`config.mk`:
```
export PLATFORM = sky130hd
export DESIGN_NAME = hdlc_tx_abort
export DESIGN_NICKNAME = d
export VERILOG_FILES = /design/src/rtl/hdlc_txa_pkg.sv /design/src/rtl/txa_fifo.sv /design/src/rtl/txa_crc_step.sv /design/src/rtl/hdlc_tx_abort.sv
export SDC_FILE = /design/constraint.sdc
export NUM_CORES = 1
export LEC_CHECK = 0
export CAP_MARGIN = 20
export CELL_PAD_IN_SITES_DETAIL_PLACEMENT = 1
export CELL_PAD_IN_SITES_GLOBAL_PLACEMENT = 1
export CORE_UTILIZATION = 47
export CTS_CLUSTER_DIAMETER = 80
export DETAILED_ROUTE_END_ITERATION = 10
export HOLD_SLACK_MARGIN = 0.1
export PLACE_DENSITY_LB_ADDON = 0.1
export SYNTH_ARGS = -nofsm -noshare
export SYNTH_HDL_FRONTEND = slang
export SYNTH_SLANG_ARGS = --single-unit
```
`constraint.sdc`:
```
create_clock -name clk -period 4 [get_ports clk]
set_input_delay 0.4 -clock clk [delete_from_list [all_inputs] [get_ports clk]]
set_output_delay 0.4 -clock clk [all_outputs]
set_load 0.02 [all_outputs]
```
`src/rtl/hdlc_txa_pkg.sv`:
```
package hdlc_txa_pkg;

    typedef enum logic [2:0] {
        S_IDLE,
        S_OPEN,
        S_BODY,
        S_FCS,
        S_CLOSE,
        S_LOCK
    } txa_state_e;

    localparam logic [7:0]  FLAG_BYTE  = 8'h7E;
    localparam logic [15:0] CRC_PRESET = 16'hFFFF;
    localparam logic [15:0] CRC_POLY_R = 16'h8408;
    localparam int          STUFF_RUN  = 5;

endpackage

```
`src/rtl/txa_fifo.sv`:
```
module txa_fifo #(
    parameter int W     = 8,
    parameter int DEPTH = 16
) (
    input  logic         clk,
    input  logic         rst_n,
    input  logic         flush,
    input  logic         wr_en,
    input  logic [W-1:0] wr_data,
    input  logic         rd_en,
    output logic [W-1:0] rd_data,
    output logic         empty,
    output logic         full
);
    localparam int AW    = (DEPTH > 1) ? $clog2(DEPTH) : 1;
    localparam int CNT_W = AW + 1;
    localparam logic [CNT_W-1:0] FULL_CNT = CNT_W'(DEPTH);
    localparam logic [AW-1:0]    LAST_PTR = AW'(DEPTH - 1);

    logic [W-1:0]     mem [DEPTH];
    logic [AW-1:0]    wr_ptr, rd_ptr;
    logic [CNT_W-1:0] count;
    logic             do_wr, do_rd;

    assign full    = (count == FULL_CNT);
    assign empty   = (count == '0);
    assign do_wr   = wr_en && !full;
    assign do_rd   = rd_en && !empty;
    assign rd_data = mem[rd_ptr];

    always_ff @(posedge clk) begin
        if (do_wr && !flush) begin
            mem[wr_ptr] <= wr_data;
        end
    end

    always_ff @(posedge clk or negedge rst_n) begin
        if (!rst_n) begin
            wr_ptr <= '0;
            rd_ptr <= '0;
            count  <= '0;
        end else if (flush) begin
            wr_ptr <= '0;
            rd_ptr <= '0;
            count  <= '0;
        end else begin
            if (do_wr) begin
                wr_ptr <= (wr_ptr == LAST_PTR) ? '0 : wr_ptr + 1'b1;
            end
            if (do_rd) begin
                rd_ptr <= (rd_ptr == LAST_PTR) ? '0 : rd_ptr + 1'b1;
            end
            if (do_wr && !do_rd) begin
                count <= count + 1'b1;
            end else if (do_rd && !do_wr) begin
                count <= count - 1'b1;
            end
        end
    end

endmodule

```
`src/rtl/txa_crc_step.sv`:
```
module txa_crc_step #(
    parameter logic [15:0] POLY = 16'h8408
) (
    input  logic [15:0] crc_in,
    input  logic        bit_in,
    output logic [15:0] crc_out
);
    logic fb;
    assign fb      = crc_in[0] ^ bit_in;
    assign crc_out = {1'b0, crc_in[15:1]} ^ (fb ? POLY : 16'h0000);
endmodule

```
`src/rtl/hdlc_tx_abort.sv`:
```
module hdlc_tx_abort
    import hdlc_txa_pkg::*;
#(
    parameter int FIFO_DEPTH = 16
) (
    input  logic       clk,
    input  logic       rst_n,
    input  logic       bit_en,
    input  logic       wr_en,
    input  logic [7:0] wr_data,
    output logic       fifo_full,
    input  logic       cmd_start,
    input  logic       cmd_end,
    input  logic       cmd_reset,
    input  logic       col_in,
    output logic       txd,
    output logic       irq_done,
    output logic       irq_col,
    output logic       irq_ready
);
    localparam logic [2:0] RUN_LIM = 3'(STUFF_RUN);

    txa_state_e  state, state_nx;
    logic [7:0]  sh;
    logic [2:0]  bcnt;
    logic [2:0]  ones;
    logic [15:0] crc, crc_nx;
    logic [7:0]  fcs_hi;
    logic        fcs_second;
    logic        go;
    logic        end_mark;
    logic        in_lock;

    logic        fifo_empty, fifo_rd;
    logic [7:0]  fifo_q;
    logic        sending, abort_col, stuff_now, byte_last;

    assign sending   = (state == S_OPEN) || (state == S_BODY) ||
                       (state == S_FCS)  || (state == S_CLOSE);
    assign abort_col = sending && col_in && !cmd_reset;
    assign stuff_now = ((state == S_BODY) || (state == S_FCS) ||
                        (state == S_CLOSE)) && (ones == RUN_LIM);
    assign byte_last = (bcnt == 3'd7) && !stuff_now;
    assign in_lock   = (state == S_LOCK);

    assign fifo_rd = bit_en && !cmd_reset && !abort_col && !fifo_empty &&
                     (((state == S_OPEN) && (bcnt == 3'd7)) ||
                      ((state == S_BODY) && byte_last));

    txa_fifo #(.W(8), .DEPTH(FIFO_DEPTH)) u_fifo (
        .clk     (clk),
        .rst_n   (rst_n),
        .flush   (cmd_reset),
        .wr_en   (wr_en && !in_lock),
        .wr_data (wr_data),
        .rd_en   (fifo_rd),
        .rd_data (fifo_q),
        .empty   (fifo_empty),
        .full    (fifo_full)
    );

    txa_crc_step #(.POLY(CRC_POLY_R)) u_crc (
        .crc_in  (crc),
        .bit_in  (sh[0]),
        .crc_out (crc_nx)
    );

    // next-state logic
    always_comb begin
        state_nx = state;
        if (cmd_reset) begin
            state_nx = S_IDLE;
        end else if (abort_col) begin
            state_nx = S_LOCK;
        end else begin
            unique case (state)
                S_IDLE:  if (bit_en && go) state_nx = S_OPEN;
                S_OPEN:  if (bit_en && bcnt == 3'd7)
                             state_nx = !fifo_empty ? S_BODY :
                                        (end_mark ? S_FCS : S_IDLE);
                S_BODY:  if (bit_en && byte_last)
                             state_nx = !fifo_empty ? S_BODY :
                                        (end_mark ? S_FCS : S_IDLE);
                S_FCS:   if (bit_en && byte_last && fcs_second)
                             state_nx = S_CLOSE;
                S_CLOSE: if (bit_en && byte_last) state_nx = S_IDLE;
                S_LOCK:  state_nx = S_LOCK;
                default: state_nx = S_IDLE;
            endcase
        end
    end

    // state register
    always_ff @(posedge clk or negedge rst_n) begin
        if (!rst_n) state <= S_IDLE;
        else        state <= state_nx;
    end

    // outputs and datapath
    always_ff @(posedge clk or negedge rst_n) begin
        if (!rst_n) begin
            txd        <= 1'b1;
            irq_done   <= 1'b0;
            irq_col    <= 1'b0;
            irq_ready  <= 1'b0;
            sh         <= '0;
            bcnt       <= '0;
            ones       <= '0;
            crc        <= CRC_PRESET;
            fcs_hi     <= '0;
            fcs_second <= 1'b0;
            go         <= 1'b0;
            end_mark   <= 1'b0;
        end else begin
            irq_done  <= 1'b0;
            irq_col   <= 1'b0;
            irq_ready <= 1'b0;
            if (cmd_reset) begin
                txd       <= 1'b1;
                go        <= 1'b0;
                end_mark  <= 1'b0;
                irq_ready <= 1'b1;
            end else if (abort_col) begin
                txd      <= 1'b1;
                go       <= 1'b0;
                end_mark <= 1'b0;
                irq_col  <= 1'b1;
            end else begin
                if ((state == S_IDLE) && (cmd_start || cmd_end)) begin
                    go <= 1'b1;
                end
                if (cmd_end && ((state == S_IDLE) || (state == S_OPEN) ||
                                (state == S_BODY))) begin
                    end_mark <= 1'b1;
                end
                if (bit_en) begin
                    unique case (state)
                        S_IDLE: begin
                            txd <= 1'b1;
                            if (go) begin
                                sh         <= FLAG_BYTE;
                                bcnt       <= '0;
                                ones       <= '0;
                                crc        <= CRC_PRESET;
                                fcs_second <= 1'b0;
                                go         <= 1'b0;
                            end
                        end
                        S_OPEN: begin
                            txd  <= sh[0];
                            sh   <= sh >> 1;
                            bcnt <= bcnt + 3'd1;
                            if (bcnt == 3'd7) begin
                                if (!fifo_empty) begin
                                    sh <= fifo_q;
                                end else if (end_mark) begin
                                    sh     <= ~crc[7:0];
                                    fcs_hi <= ~crc[15:8];
                                end
                            end
                        end
                        S_BODY: begin
                            if (stuff_now) begin
                                txd  <= 1'b0;
                                ones <= '0;
                            end else begin
                                txd  <= sh[0];
                                crc  <= crc_nx;
                                ones <= sh[0] ? ones + 3'd1 : 3'd0;
                                sh   <= sh >> 1;
                                bcnt <= bcnt + 3'd1;
                                if (bcnt == 3'd7) begin
                                    if (!fifo_empty) begin
                                        sh <= fifo_q;
                                    end else if (end_mark) begin
                                        sh     <= ~crc_nx[7:0];
                                        fcs_hi <= ~crc_nx[15:8];
                                    end
                                end
                            end
                        end
                        S_FCS: begin
                            if (stuff_now) begin
                                txd  <= 1'b0;
                                ones <= '0;
                            end else begin
                                txd  <= sh[0];
                                ones <= sh[0] ? ones + 3'd1 : 3'd0;
                                sh   <= sh >> 1;
                                bcnt <= bcnt + 3'd1;
                                if (bcnt == 3'd7) begin
                                    if (!fcs_second) begin
                                        sh         <= fcs_hi;
                                        fcs_second <= 1'b1;
                                    end else begin
                                        sh <= FLAG_BYTE;
                                    end
                                end
                            end
                        end
                        S_CLOSE: begin
                            if (stuff_now) begin
                                txd  <= 1'b0;
                                ones <= '0;
                            end else begin
                                txd  <= sh[0];
                                sh   <= sh >> 1;
                                bcnt <= bcnt + 3'd1;
                                if (bcnt == 3'd7) begin
                                    irq_done <= 1'b1;
                                    end_mark <= 1'b0;
                                end
                            end
                        end
                        S_LOCK: txd <= 1'b1;
                        default: txd <= 1'b1;
                    endcase
                end
            end
        end
    end

endmodule

```
==> impl_metrics.ini <==
[sta]
hold_ws_ps = 107
setup_viol = 0
hold_viol = 0
fin_ws_ps = 605
finalSetupTns_ps = 0
max_freq_mhz = 295
post-route-period-util_pct = 84.9
finClkSkew_ps = 9.86
rsz0062_at_grt = false
tightest_slew_ps = 952
timing.final.crit_period_ps = 3400
slew_violations = 0
slew_headroom_pct = 36.5

[worst_setup_path]
reg2reg_to = u_fifo.count[4]$_DFFE_PN0P_
crit_type = reg -> reg
r2r_slack_ps = 600
reg2reg_depth = 12
critPathLaunchType = flop
path_max_fanout = 12
cp-end-kind = flop
critical_path_required_ps = 4320
r2r_start = bcnt[0]$_DFFE_PN0P_
crit_arrival_ps = 3710

[clock_tree]
postCtsHoldBufs = 0
clk_pin_slew_worst_paths_ps = 80
htreeDepth = 4
clockBufferDepth = 2
cts_setup_buffers = 0
clock-root-buffer = clkbuf_16
cts_tree = built
cts_resized = 0
cts_buffers = 17
clk_latency_ps = 440
clock-sinks = 189

[routing]
dr.first_iter.drc_count = 317
via_per_inst = 5.96
wl_mm = 20.7
drc = 4
wire_per_inst_um = 22.8
vias = 5400
ant_nets = 0
firstDrtPassIters = 7

[grt]
grt_pass1_vias = 5788
grt_overflow_total = 0
grt_pass1_wl_mm = 33.0
grtUsageTotal_pct = 23.0
grt_max_degree = 39
grt_antenna_before_repair = 0

[floorplanning]
start_util_pct = 48.2
die_area_mm2 = 0.0191
io_pins = 21
coreArea_mm2 = 0.0181
die_w_um = 138
dieHeight_um = 138
rows = 49

[synth]
async_flop_share_pct = 32.3
synthTopCellsByArea = edfxtp_1, dfrtp_1, mux4_2, dfstp_2, nor2_1
yosys-top-cells-count = edfxtp_1, nor2_1, dfrtp_1
synth_nets = 665
synth_edf_count = 128
synthCells = 636
synth_seq_area_share_pct = 61.9
yosysTopAreaCellShare_pct = 44.1
yosys_warnings = 0
syn_avg_cell_area_um2 = 13.7
synthFlopType = edfxtp_1
synthMostInstantiatedCell = edfxtp_1
syn_area_mm2 = 0.00871
synth_area_leader_cell = edfxtp_1
netlist-cell-type-count = 66
ys_ff_latch = 189

[final_layout]
area_growth_pct = 13.0
multi_input_area_mm2 = 0.00308
nets = 693
fill_cells = 1737
drive_gt1_share_pct = 18.8
seq_area_mm2 = 0.00539
stdcell_area_mm2 = 0.00984
antenna_cells = 0

[hold_path]
hp-class = in -> async

[placed_design]
gp_congestion = 0.814
place_area_mm2 = 0.00923
post-place-ws_ps = 601
dp_hpwl_mm = 14.4
port_buffers = 20

[power_and_ir_drop]
ir_drop_v = 0.000454
powerDensity_mw_per_mm2 = 538
p_leak_uw = 0.00346

[outcome]
violations = design-rule violations
status = finished with violations

[flow_run]
maxCapViolations = 0
-- worst max-delay path by stage --
stage	startpoint	to	slack (ps)	cells past startpoint
6_report	bcnt[0]$_DFFE_PN0P_	u_fifo.count[4]$_DFFE_PN0P_	600	12
5_1_grt	bcnt[0]$_DFFE_PN0P_	u_fifo.count[4]$_DFFE_PN0P_	260	12
4_1_cts	bcnt[0]$_DFFE_PN0P_	u_fifo.count[4]$_DFFE_PN0P_	620	12
3_5_place_dp	col_in	u_fifo.count[4]$_DFFE_PN0P_	600	11
3_3_place_gp	col_in	u_fifo.count[4]$_DFFE_PN0P_	760	11
2_1_floorplan	u_fifo.count[3]$_DFFE_PN0P_	u_fifo.count[4]$_DFFE_PN0P_	950	12
-- metal layers --
layer	GRT usage (%)	up-vias	wire length (µm)
met5	0	-	0
met4	6.62	0	297
met3	3.78	22	434
met2	41.3	78	11000
met1	28.8	2811	8930
li1	-	2489	-
-- layout by cell type (no fill, tap or decap), drive strengths merged, types with 7 or more instances in the layout --
cell type,n
a21oi,22
a31oi,10
and3,10
buf,29
clkbuf,17
clkdlybuf4s50,19
clkinv,7
dfrtp,44
dfstp,17
edfxtp,128
ha,12
inv,25
mux2,13
mux4,37
nand2,43
nand2b,11
nand3,11
nand4,11
nor2,47
nor2b,16
nor3,12
o21ai,46
o22a,13
-- flip-flops by register name, summed over array words and instances, names as in the netlist --
name / count
fcs_second: 1
ones: 3
go: 1
u_fifo.wr_ptr: 4
u_fifo.mem: 128
fcs_hi: 8
u_fifo.rd_ptr: 4
state: 3
crc: 16
bcnt: 3
end_mark: 1
u_fifo.count: 5
sh: 8
txd: 1
irq_done: 1
irq_col: 1
irq_ready: 1
-- cells by family (layout without fill, tap and decap cells) --
| group | Yosys count | count (layout) | synth area share [%] |
|---|---|---|---|
| adders and majority gates | 13 | 13 | 1.95 |
| and+or+nand+nor | 185 | 185 | 10.7 |
| AOI/OAI and AO/OA | 133 | 133 | 10.2 |
| muxes | 53 | 53 | 11.6 |
| DFF | 189 | 189 | 61.9 |
| xor gates and xnor gates | 7 | 7 | 0.862 |
| buffers and inverters | 56 | 97 | 2.77 |
-- where the power goes --
| part | internal, µW | total, µW | switching, µW |
|---|---|---|---|
| Clock | 855 | 1710 | 856 |
| Sequential | 2340 | 2540 | 205 |
| Combinational | 441 | 1040 | 599 |
-- critical path: stages (launching register included) --
cell	delay, ps
dfrtp_1	370
ha_1	160
ha_1	400
nor2b_1	300
o31a_1	420
a31oi_2	250
inv_2	180
ha_1	290
a21o_1	170
a21oi_1	190
and2_1	150
mux2i_1	70
mux2_1	330
-- stage by stage --
stage / cells / util, % / total power [µW]
2_1_floorplan: 636 / - / 3260
3_3_place_gp: 874 / 51.0 / 3560
3_5_place_dp: 874 / 51.0 / 3620
4_1_cts: 906 / 54.4 / 5340
5_1_grt: 906 / 54.4 / 5540
6_report: 906 / 54.4 / 5290
-- area by class of cell --
cell class                 count  area share, %
clock buffer                  17           4.32
clock inverter                15           1.92
inverter                      17          0.648
multi-input combinational    391           31.3
sequential                   189           54.8
tap                          229           2.91
timing repair buffer          48           4.12
No activity file was read; power rests on OpenSTA's default activity.
